File: config.mk
export PLATFORM = sky130hd
export DESIGN_NAME = ldst_ea_seq
export DESIGN_NICKNAME = d
export VERILOG_FILES = /design/src/rtl/ldst_pkg.sv /design/src/rtl/ldst_decode.sv /design/src/rtl/ldst_ea_calc.sv /design/src/rtl/ldst_seq.sv /design/src/rtl/ldst_ea_seq.sv
export SDC_FILE = /design/constraint.sdc
export NUM_CORES = 1
export LEC_CHECK = 0
export ABC_AREA = 1
export BUFFER_PORTS_ARGS = -buffer_cell sky130_fd_sc_hd__buf_2
export CAP_MARGIN = 20
export CORE_MARGIN = 5
export CORE_UTILIZATION = 54
export DETAILED_ROUTE_END_ITERATION = 7
export PLACE_DENSITY = 0.83
export SLEW_MARGIN = 10
export SYNTH_ARGS = -nofsm -noshare
export SYNTH_HDL_FRONTEND = slang
export SYNTH_SLANG_ARGS = --single-unit
File: constraint.sdc
create_clock -name clk -period 3.4 [get_ports clk]
set_clock_uncertainty 0.2 [all_clocks]
set_input_delay 0.34 -clock clk [delete_from_list [all_inputs] [get_ports clk]]
set_output_delay 0.34 -clock clk [all_outputs]
set_load 0.01 [all_outputs]
File: src/rtl/ldst_pkg.sv
// Package: shared types of the load/store address sequencer.
// Assumes a 4-bit major opcode in the top bits of the instruction word.
package ldst_pkg;

    // Major opcodes of the data-movement instructions handled here.
    localparam logic [3:0] OPC_LD  = 4'b0010;
    localparam logic [3:0] OPC_ST  = 4'b0011;
    localparam logic [3:0] OPC_LDR = 4'b0110;
    localparam logic [3:0] OPC_STR = 4'b0111;
    localparam logic [3:0] OPC_LDI = 4'b1010;
    localparam logic [3:0] OPC_STI = 4'b1011;
    localparam logic [3:0] OPC_LEA = 4'b1110;

    typedef enum logic [2:0] {
        SQ_IDLE,
        SQ_ADDR,
        SQ_PTR,
        SQ_XFER,
        SQ_DONE
    } seq_state_t;

    typedef struct packed {
        logic valid;      // opcode is one of the handled instructions
        logic is_load;    // result comes from memory
        logic is_store;   // final access writes memory
        logic is_lea;     // result is the address itself
        logic indirect;   // pointer read precedes the final access
        logic base_mode;  // address from base register, not PC
    } op_class_t;

endpackage

File: src/rtl/ldst_decode.sv
// Module: ldst_decode
// Classifies a major opcode into the operation flags used by the
// sequencer. Purely combinational; unknown opcodes give valid = 0.
module ldst_decode
    import ldst_pkg::*;
(
    input  logic [3:0] opcode,
    output op_class_t  cls
);

    // Map each handled opcode onto its flag set.
    always_comb begin
        cls = '0;
        unique case (opcode)
            OPC_LD:  begin cls.valid = 1'b1; cls.is_load  = 1'b1; end
            OPC_ST:  begin cls.valid = 1'b1; cls.is_store = 1'b1; end
            OPC_LDR: begin cls.valid = 1'b1; cls.is_load  = 1'b1; cls.base_mode = 1'b1; end
            OPC_STR: begin cls.valid = 1'b1; cls.is_store = 1'b1; cls.base_mode = 1'b1; end
            OPC_LDI: begin cls.valid = 1'b1; cls.is_load  = 1'b1; cls.indirect  = 1'b1; end
            OPC_STI: begin cls.valid = 1'b1; cls.is_store = 1'b1; cls.indirect  = 1'b1; end
            OPC_LEA: begin cls.valid = 1'b1; cls.is_lea   = 1'b1; end
            default: cls = '0;
        endcase
    end

endmodule

File: src/rtl/ldst_ea_calc.sv
// Module: ldst_ea_calc
// Forms the effective address: advanced PC plus a sign-extended long
// offset, or base register plus a sign-extended short offset. The short
// offset is the low BASE_OFF_W bits of the long offset field.
// Assumes BASE_OFF_W <= PC_OFF_W < WORD_W. Sums wrap modulo 2^WORD_W.
module ldst_ea_calc #(
    parameter int WORD_W     = 16,
    parameter int PC_OFF_W   = 9,
    parameter int BASE_OFF_W = 6
) (
    input  logic                base_mode,
    input  logic [WORD_W-1:0]   pc_val,
    input  logic [WORD_W-1:0]   base_val,
    input  logic [PC_OFF_W-1:0] off_field,
    output logic [WORD_W-1:0]   ea
);

    localparam int PC_PAD   = WORD_W - PC_OFF_W;
    localparam int BASE_PAD = WORD_W - BASE_OFF_W;

    logic [WORD_W-1:0] pc_off_sx;
    logic [WORD_W-1:0] base_off_sx;

    // Sign-extend both offset forms to the word width.
    always_comb begin
        pc_off_sx   = {{PC_PAD{off_field[PC_OFF_W-1]}}, off_field};
        base_off_sx = {{BASE_PAD{off_field[BASE_OFF_W-1]}}, off_field[BASE_OFF_W-1:0]};
    end

    // Select the addressing mode and add.
    always_comb begin
        if (base_mode)
            ea = base_val + base_off_sx;
        else
            ea = pc_val + pc_off_sx;
    end

endmodule

File: src/rtl/ldst_seq.sv
// Module: ldst_seq
// Control and datapath registers of the sequencer. Captures operands on
// an accepted start, latches the effective address, runs the optional
// pointer read and the final access, then issues one completion cycle.
// Assumes mem_ready is only meaningful while mem_req is high.
module ldst_seq
    import ldst_pkg::*;
#(
    parameter int WORD_W    = 16,
    parameter int PC_OFF_W  = 9,
    parameter int REG_SEL_W = 3
) (
    input  logic                 clk,
    input  logic                 rst_n,
    input  logic                 start,
    input  op_class_t            cls_in,
    input  logic [REG_SEL_W+PC_OFF_W-1:0] fields_in,
    input  logic [WORD_W-1:0]    pc_in,
    input  logic [WORD_W-1:0]    base_in,
    input  logic [WORD_W-1:0]    src_in,
    input  logic [WORD_W-1:0]    ea,
    output logic                 base_mode_q,
    output logic [PC_OFF_W-1:0]  off_q,
    output logic [WORD_W-1:0]    pc_q,
    output logic [WORD_W-1:0]    base_q,
    output logic                 mem_req,
    output logic                 mem_we,
    output logic [WORD_W-1:0]    mem_addr,
    output logic [WORD_W-1:0]    mem_wdata,
    input  logic [WORD_W-1:0]    mem_rdata,
    input  logic                 mem_ready,
    output logic                 busy,
    output logic                 op_done,
    output logic                 rf_we,
    output logic [REG_SEL_W-1:0] rf_waddr,
    output logic [WORD_W-1:0]    rf_wdata,
    output logic                 cc_we
);

    seq_state_t           state;
    op_class_t            cls_q;
    logic [REG_SEL_W-1:0] dst_q;
    logic [WORD_W-1:0]    src_q;
    logic [WORD_W-1:0]    addr_q;
    logic [WORD_W-1:0]    data_q;

    assign base_mode_q = cls_q.base_mode;

    // State transitions and operand/address/data capture.
    always_ff @(posedge clk) begin
        if (!rst_n) begin
            state  <= SQ_IDLE;
            cls_q  <= '0;
            dst_q  <= '0;
            off_q  <= '0;
            pc_q   <= '0;
            base_q <= '0;
            src_q  <= '0;
            addr_q <= '0;
            data_q <= '0;
        end else begin
            unique case (state)
                SQ_IDLE: begin
                    if (start && cls_in.valid) begin
                        cls_q  <= cls_in;
                        dst_q  <= fields_in[REG_SEL_W+PC_OFF_W-1:PC_OFF_W];
                        off_q  <= fields_in[PC_OFF_W-1:0];
                        pc_q   <= pc_in;
                        base_q <= base_in;
                        src_q  <= src_in;
                        state  <= SQ_ADDR;
                    end
                end
                SQ_ADDR: begin
                    addr_q <= ea;
                    if (cls_q.is_lea)
                        state <= SQ_DONE;
                    else if (cls_q.indirect)
                        state <= SQ_PTR;
                    else
                        state <= SQ_XFER;
                end
                SQ_PTR: begin
                    if (mem_ready) begin
                        addr_q <= mem_rdata;
                        state  <= SQ_XFER;
                    end
                end
                SQ_XFER: begin
                    if (mem_ready) begin
                        if (cls_q.is_load)
                            data_q <= mem_rdata;
                        state <= SQ_DONE;
                    end
                end
                SQ_DONE: state <= SQ_IDLE;
                default: state <= SQ_IDLE;
            endcase
        end
    end

    // Memory interface drive, held constant for the whole access.
    always_comb begin
        mem_req   = (state == SQ_PTR) || (state == SQ_XFER);
        mem_we    = (state == SQ_XFER) && cls_q.is_store;
        mem_addr  = addr_q;
        mem_wdata = mem_we ? src_q : '0;
    end

    // Completion and register write-back strobes.
    always_comb begin
        busy     = (state != SQ_IDLE);
        op_done  = (state == SQ_DONE);
        rf_we    = op_done && (cls_q.is_load || cls_q.is_lea);
        cc_we    = rf_we;
        rf_waddr = dst_q;
        rf_wdata = cls_q.is_lea ? addr_q : data_q;
    end

    // an idle sequencer neither requests memory nor writes back.
    assert_idle_quiet_R1: assert property (@(posedge clk) disable iff (!rst_n)
        !busy |-> (!mem_req && !rf_we && !cc_we));

    // the word returned by the pointer read becomes the access address.
    assert_ptr_becomes_addr_R4: assert property (@(posedge clk) disable iff (!rst_n)
        (state == SQ_PTR && mem_ready) |=> (mem_req && mem_addr == $past(mem_rdata)));

    // the address-compute instruction never reaches memory.
    assert_lea_no_mem_R5: assert property (@(posedge clk) disable iff (!rst_n)
        (busy && cls_q.is_lea) |-> !mem_req);

    // a write access is never paired with a register write.
    assert_store_no_wb_R6: assert property (@(posedge clk) disable iff (!rst_n)
        mem_we |-> !rf_we);

    // write-back is a single-cycle pulse that ends the operation.
    assert_wb_single_R7: assert property (@(posedge clk) disable iff (!rst_n)
        rf_we |=> (!rf_we && !busy));

    // a pending access keeps its address, direction and data.
    assert_hold_access_R8: assert property (@(posedge clk) disable iff (!rst_n)
        (mem_req && !mem_ready) |=> (mem_req && $stable(mem_addr)
                                     && $stable(mem_we) && $stable(mem_wdata)));

endmodule

File: src/rtl/ldst_ea_seq.sv
// Module: ldst_ea_seq (top)
// Effective address sequencer for the data-movement instructions of a
// word-addressed machine. Decodes the opcode at start, hands captured
// operands to the address adder and runs the memory sequence.
// Assumes base_val/src_val are the registers named by the instruction.
module ldst_ea_seq
    import ldst_pkg::*;
#(
    parameter int WORD_W     = 16,
    parameter int PC_OFF_W   = 9,
    parameter int BASE_OFF_W = 6,
    parameter int REG_SEL_W  = 3,
    parameter int OPC_W      = 4
) (
    input  logic                 clk,
    input  logic                 rst_n,
    input  logic                 start,
    input  logic [OPC_W+REG_SEL_W+PC_OFF_W-1:0] instr,
    input  logic [WORD_W-1:0]    pc_next,
    input  logic [WORD_W-1:0]    base_val,
    input  logic [WORD_W-1:0]    src_val,
    output logic                 mem_req,
    output logic                 mem_we,
    output logic [WORD_W-1:0]    mem_addr,
    output logic [WORD_W-1:0]    mem_wdata,
    input  logic [WORD_W-1:0]    mem_rdata,
    input  logic                 mem_ready,
    output logic                 busy,
    output logic                 op_done,
    output logic                 rf_we,
    output logic [REG_SEL_W-1:0] rf_waddr,
    output logic [WORD_W-1:0]    rf_wdata,
    output logic                 cc_we
);

    localparam int INSTR_W = OPC_W + REG_SEL_W + PC_OFF_W;
    localparam int FIELD_W = REG_SEL_W + PC_OFF_W;

    op_class_t           cls_in;
    logic                base_mode_q;
    logic [PC_OFF_W-1:0] off_q;
    logic [WORD_W-1:0]   pc_q;
    logic [WORD_W-1:0]   base_q;
    logic [WORD_W-1:0]   ea;

    ldst_decode u_decode (
        .opcode (instr[INSTR_W-1:FIELD_W]),
        .cls    (cls_in)
    );

    ldst_ea_calc #(
        .WORD_W     (WORD_W),
        .PC_OFF_W   (PC_OFF_W),
        .BASE_OFF_W (BASE_OFF_W)
    ) u_calc (
        .base_mode (base_mode_q),
        .pc_val    (pc_q),
        .base_val  (base_q),
        .off_field (off_q),
        .ea        (ea)
    );

    ldst_seq #(
        .WORD_W    (WORD_W),
        .PC_OFF_W  (PC_OFF_W),
        .REG_SEL_W (REG_SEL_W)
    ) u_seq (
        .clk         (clk),
        .rst_n       (rst_n),
        .start       (start),
        .cls_in      (cls_in),
        .fields_in   (instr[FIELD_W-1:0]),
        .pc_in       (pc_next),
        .base_in     (base_val),
        .src_in      (src_val),
        .ea          (ea),
        .base_mode_q (base_mode_q),
        .off_q       (off_q),
        .pc_q        (pc_q),
        .base_q      (base_q),
        .mem_req     (mem_req),
        .mem_we      (mem_we),
        .mem_addr    (mem_addr),
        .mem_wdata   (mem_wdata),
        .mem_rdata   (mem_rdata),
        .mem_ready   (mem_ready),
        .busy        (busy),
        .op_done     (op_done),
        .rf_we       (rf_we),
        .rf_waddr    (rf_waddr),
        .rf_wdata    (rf_wdata),
        .cc_we       (cc_we)
    );

endmodule

---- Yosys cells after proc, flatten, opt, wreduce, memory -nomap -nowiden ----
Index checks and enable logic that the tools add are counted.
cells by class
  add/subtract/negate cells ............... 2
  equal/unequal tests ..................... 14
  mux-type cells .......................... 17
  reduce and logical (&&, ||, !) cells .... 17
operators with widths
  kind                                                    count
  2-to-1 mux 16 bit                                       4
  adder 16 bit                                            2
  one-hot mux 16 bit (2 select lines)                     1
  == test 4 bit (second input constant)                   3
  2-to-1 mux 3 bit                                        4
  one-hot mux 3 bit (4 select lines)                      1
  == test 4 x 2 -> 1 bit (second input constant)          2
  == test 4 x 3 -> 1 bit (second input constant)          2
  2-to-1 mux 1 bit                                        7
  OR reduction 7 bit                                      1
  == test 3 x 2 -> 1 bit (second input constant)          2
  AND reduction 3 bit                                     2
  OR reduction 3 bit                                      2
  inequality test 2 bit (second input constant)           2
  AND reduction 2 bit                                     2
  OR reduction 2 bit                                      2
  == test 3 x 1 -> 1 bit (second input constant)          1
  == test 3 bit (second input constant)                   1
  logical AND 1 bit                                       3
  logical NOT 3 bit                                       1
  nonzero test 3 bit                                      1
  logical OR 1 bit                                        2
  inequality test 2 x 1 -> 1 bit (second input constant)  1
  nonzero test 2 bit                                      1
storage, ports and cells
  bits of input ports ..................... 84
  flip-flop bits (word level) ............. 100
  logic and storage cells ................. 63
  output and inout bits ................... 57

---- Depth between registers and ports, before layout ----
  depth in word-level cells ............... 6
  gate-level depth with buffers ........... 13
  mapped depth without buffers ............ 13

---- Modules after synthesis ----
From an unflattened synthesis, not the netlist that was laid out.
unflattened totals
  cells, all modules ...................... 1,012
  area total of the unflattened synthesis .. 6,422.4 um^2
by module, submodules not included
  module        area an instance (um^2)  seq. area each (um^2)  cells an instance  times used
  ldst_seq      4,376.7                  2,001.9                605                1
  ldst_ea_calc  1,988.2                  0.0                    393                1
  ldst_decode   57.6                     0.0                    14                 1

---- Worst setup path after synthesis ----
No wires, ideal clock.
  kind .................................... reg-to-reg
  start ................................... register u_seq.off_q[5]
  end ..................................... register u_seq.addr_q[14], in the netlist u_seq.mem_addr[14]
  path buffers ............................ 0
  data required time ...................... 3.066 ns
  setup time .............................. 0.134 ns
  cell stages (with the launch flop) ...... 12
  path slack .............................. 1.399 ns
  clock period less this slack ............ 2.001 ns
  arrival ................................. 1.667 ns
  cell sequence ........................... dfxtp_1 -> ha_1 -> nand2_1 -> inv_1 -> a21oi_1 -> nand2_1 -> nand2_1 -> nand3_1 -> nand3_1 -> nand3_1 -> nand2_1 -> a21oi_1
between the ends
  word-level cells in the longest chain between the ends .. 3
  elaborated cells between the ends (all ways) .. 4
  those cells by class .................... 2 x add/sub; 2 x mux
ends and longest elaborated chain
  item                                     line                                    text
  start: declaration                       ldst_seq.sv:23                          output logic [PC_OFF_W-1:0] off_q,
  start signal: assignment                 ldst_seq.sv:67                          off_q <= fields_in[PC_OFF_W-1:0];
  adder 16 bit (on tied branches)          ldst_ea_calc.sv:35, ldst_ea_calc.sv:33
  2-to-1 mux 16 bit (*)                    ldst_ea_calc.sv:32                      if (base_mode)
  one-hot mux 16 bit (2 select lines) (*)  ldst_seq.sv:62                          unique case (state)
  end signal: assignment                   ldst_seq.sv:85                          addr_q <= mem_rdata;
  end: declaration                         ldst_seq.sv:44                          logic [WORD_W-1:0] addr_q;
Mark *: on every way between the ends. The rest lies on a longest branch, timed or not.
A chain may end at the register's enable or synchronous reset.

---- Worst setup path after layout ----
  start ................................... register u_seq.off_q[5]
  end ..................................... register u_seq.addr_q[10], in the netlist u_seq.mem_addr[10]
Same word-level chain as after synthesis.

==> metrics.md <==
| Metric | Value |
|---|---|
| Worst-margin pin slew | 0.898 ns |
| Final min period | 2.48 ns |
| Die Area | 0.0135 sq mm |
| 1st-iter DRT viols | 400 |
| Fin. Hold Viols | 0 |
| Global-route wire length before repair | 25100 microns |
| RSZ-0062 raised after global routing | false |
| Main combinational cell family by area after synthesis | simple AND/OR/NAND/NOR gates |
| CTS Hold Buffers Added | 0 |
| Mux cell area share after synthesis | 0% |
| Worst EP arrival | 2.50 ns |
| Met2 routed WL | 7150 microns |
| Switch Pwr | 1.70 mW |
| Yosys Warn Count | 0 |
| Syn Area/Cell | 6.39 sq um |
| Nets@finish | 1182 |
| Post-synth top cells | 242 x nand2_1, 155 x nor2_1, 110 x inv_1 |
| Layout cells sized above 1 | 17.1% |
| Sequential share of power | 37.2% |
| Max VDD drop | 0.447 mV |
| #FFs+latches synth | 100 |
| Num CTS Buffers | 9 |
| # port buffers | 140 |
| Tot GR Track Use | 22.9% |
| Synth Area in Adders | 6.85% |
| CTS H-tree depth | 3 |
| DRC | 0 |
| Area contributors post-synth | dfxtp_1 33%, nand2_1 15%, nor2_1 9.6% |
| Congestion Overflow GR | 0 |
| Fill cell count | 1035 |
| Max Slew Vio Count | 0 |
| Final setup fails | 0 |
| Internal power | 2.56 mW |
| Crit Path Class | reg -> reg |
| Post-route cell area | 0.00703 sq mm |
| Startpoint Class | flip-flop |
| Clock root buffer | clkbuf_16 |
| Via count | 6206 |
| Drt pass-1 iters | 7 |
| Hold_ws | 0.00496 ns |
| Core ar. | 0.0109 sq mm |
| Io pins | 141 |
| P&R area growth vs syn | 15.9% |
| Cells after Synth | 949 |
| Post-synth ARST share | 0% |
| Max-Cap Viols | 0 |
| Routed vias/inst | 5.12 |
| HP Class | in -> reg |
| Clock network power share | 25.3% |
| Post-Route WL | 15600 microns |
| Most frequent cell after synthesis | nand2_1 |
| Cell variety after synth | 39 |
| Fin cells | 1211 |
| Max frequency | 403 MHz |
| Post-synth EDFFs | 0 |
| Placer Congestion | 0.903 |
| Synth Area in Compound Gates | 15.7% |
| Bufs on Longest Clock Path | 2 |
| Clk slew on worst S/H paths | 0.08 ns |
| Cell Rows | 38 |
| Chip height | 116 microns |
| Xor/xnor share of the synthesized area | 0.722% |
| Status | finished clean |
| Initial antenna violation count | 0 |
| Avg WL per Cell | 12.9 microns |
| Die W | 116 microns |
| TritonCTS clock tree | built |
| Syn nets | 1065 |
| Synth top area share | 33.0% |
| Post-CTS sizing | 0 |
| Comb pwr share | 37.5% |
| Leak pwr | 3.83 nW |
| Rel. slew slack | 40.1% |
| Placed insts | 1195 |
| Biggest area consumer among synthesized cells | dfxtp_1 |
| Hpwl dp | 11500 microns |
| Synth Flop Type | dfxtp_1 |
| Kind of end point of the critical path | flip-flop |
| Power per cell area | 606 mW/mm^2 |
| Post-Syn Area | 0.00606 sq mm |
| Placement Cell Area | 0.00672 sq mm |
| CTS sink count | 100 |
| Crit-path max FO | 13 |
| Setup Buffers After CTS | 0 |
| Seq/Total Area, Yosys | 33.0% |
| Clk_lat worst skew | 0.35 ns |
| Uppermost routed layer | met4 |
| ANT nets after route | 0 |
| Vias in the first global route | 5706 |
| Routed length on met1 | 7000 microns |
| Total negative slack | 0 ns |
| Met3 WL post-DR | 1080 microns |
| Initial Util | 55.5% |
| Largest net degree at the start of global routing | 59 |
| Worst EP required | 3.42 ns |
| Fin crit share | 73.0% |
| ANT cells | 0 |
| Post-Synth Simple-Gate Area | 32.1% |
| Switching Fraction | 39.8% |
-- power groups by stage --
| stage | Combinational, mW | Sequential [mW] | Clock [mW] |
|---|---|---|---|
| finish | 1.60 | 1.58 | 1.08 |
| global route | 1.80 | 1.61 | 1.13 |
| CTS | 1.59 | 1.58 | 1.08 |
| detailed placement | 1.57 | 1.61 | 0 |
| global placement | 1.54 | 1.60 | 0 |
| floorplan | 1.20 | 1.59 | 0 |
-- stage by stage --
stage | util, % | setup slack (ns) | total power, mW
final | 64.3 | 0.917 | 4.26
after global routing | 64.3 | 0.718 | 4.54
after CTS | 64.3 | 0.931 | 4.26
after detailed placement | 61.4 | 0.923 | 3.17
after global placement | 61.4 | 0.982 | 3.15
after floorplan | - | 1.40 | 2.79
-- area by class of cell --
| cell class | instances | area, sq um | area share, % |
|---|---|---|---|
| repair buffers | 145 | 738 | 10.5 |
| well taps | 140 | 175 | 2.49 |
| flip-flops and latches | 100 | 2000 | 28.5 |
| multi-input cells | 692 | 3360 | 47.8 |
| clock buffers | 10 | 239 | 3.40 |
| clock inverters | 6 | 71.3 | 1.01 |
| inverters | 118 | 443 | 6.30 |
-- cells in the final DEF (no fill, tap or decap), drive strengths merged, types with 2 or more instances in the layout --
cell,netlist,routed
a211oi,2,2
a21oi,55,55
a31oi,10,10
and2,2,2
buf,19,145
clkbuf,20,10
clkinv,3,5
dfxtp,100,100
fa,2,2
ha,30,30
inv,115,117
nand2,244,244
nand3,47,47
nand3b,5,5
nand4,6,6
nor2,156,156
nor3,14,14
o21a,2,2
o21ai,106,106
xnor2,2,2
xor2,3,3
-- final timing paths --
check | startpoint | endpoint | slack [ns] | cells after the start
min reg2reg | u_seq.src_q[8]$_SDFFE_PN0P_ | u_seq.src_q[8]$_SDFFE_PN0P_ | 0.25 | 2
max | u_seq.off_q[5]$_SDFFE_PN0P_ | u_seq.mem_addr[10]$_SDFFE_PN0P_ | 0.92 | 11
min | base_val[12] | u_seq.base_q[12]$_SDFFE_PN0P_ | 0.005 | 3
max reg2reg | u_seq.off_q[5]$_SDFFE_PN0P_ | u_seq.mem_addr[10]$_SDFFE_PN0P_ | 0.92 | 11
-- sequential cells by signal, indices dropped and copies added (netlist names) --
signal             flops
u_seq.off_q            9
u_seq.pc_q            16
u_seq.rf_waddr         3
u_seq.src_q           16
u_seq.base_q          16
u_seq.data_q          16
u_seq.state            3
u_seq.mem_addr        16
u_seq.base_mode_q      1
u_seq.cls_q            4
-- critical path: stages, from the launching register on --
cell	delay (ns)
dfxtp_1	0.71
ha_1	0.39
nand2_1	0.10
inv_1	0.05
a21oi_1	0.23
nand2_1	0.11
nand2_1	0.09
nand3b_1	0.07
nand3_1	0.08
nand3_1	0.14
nand2_1	0.10
a21oi_1	0.06
-- kinds of logic (layout without fill, tap and decap cells) --
group                    Yosys count  in the layout
AO/OA/AOI/OAI                    177            177
XOR/XNOR                           5              5
adder cells (fa/ha/maj)           32             32
buffers and inverters            157            279
flip-flops                       100            100
AND/OR/NAND/NOR                  478            478
-- routing by layer --
layer  global-route usage [%]  vias up
met5                        0        -
met3                     5.33       30
li1                         -     3262
met4                     8.51        0
met2                     38.2      203
met1                     28.9     2711
Power figures use the tool's default switching activity.
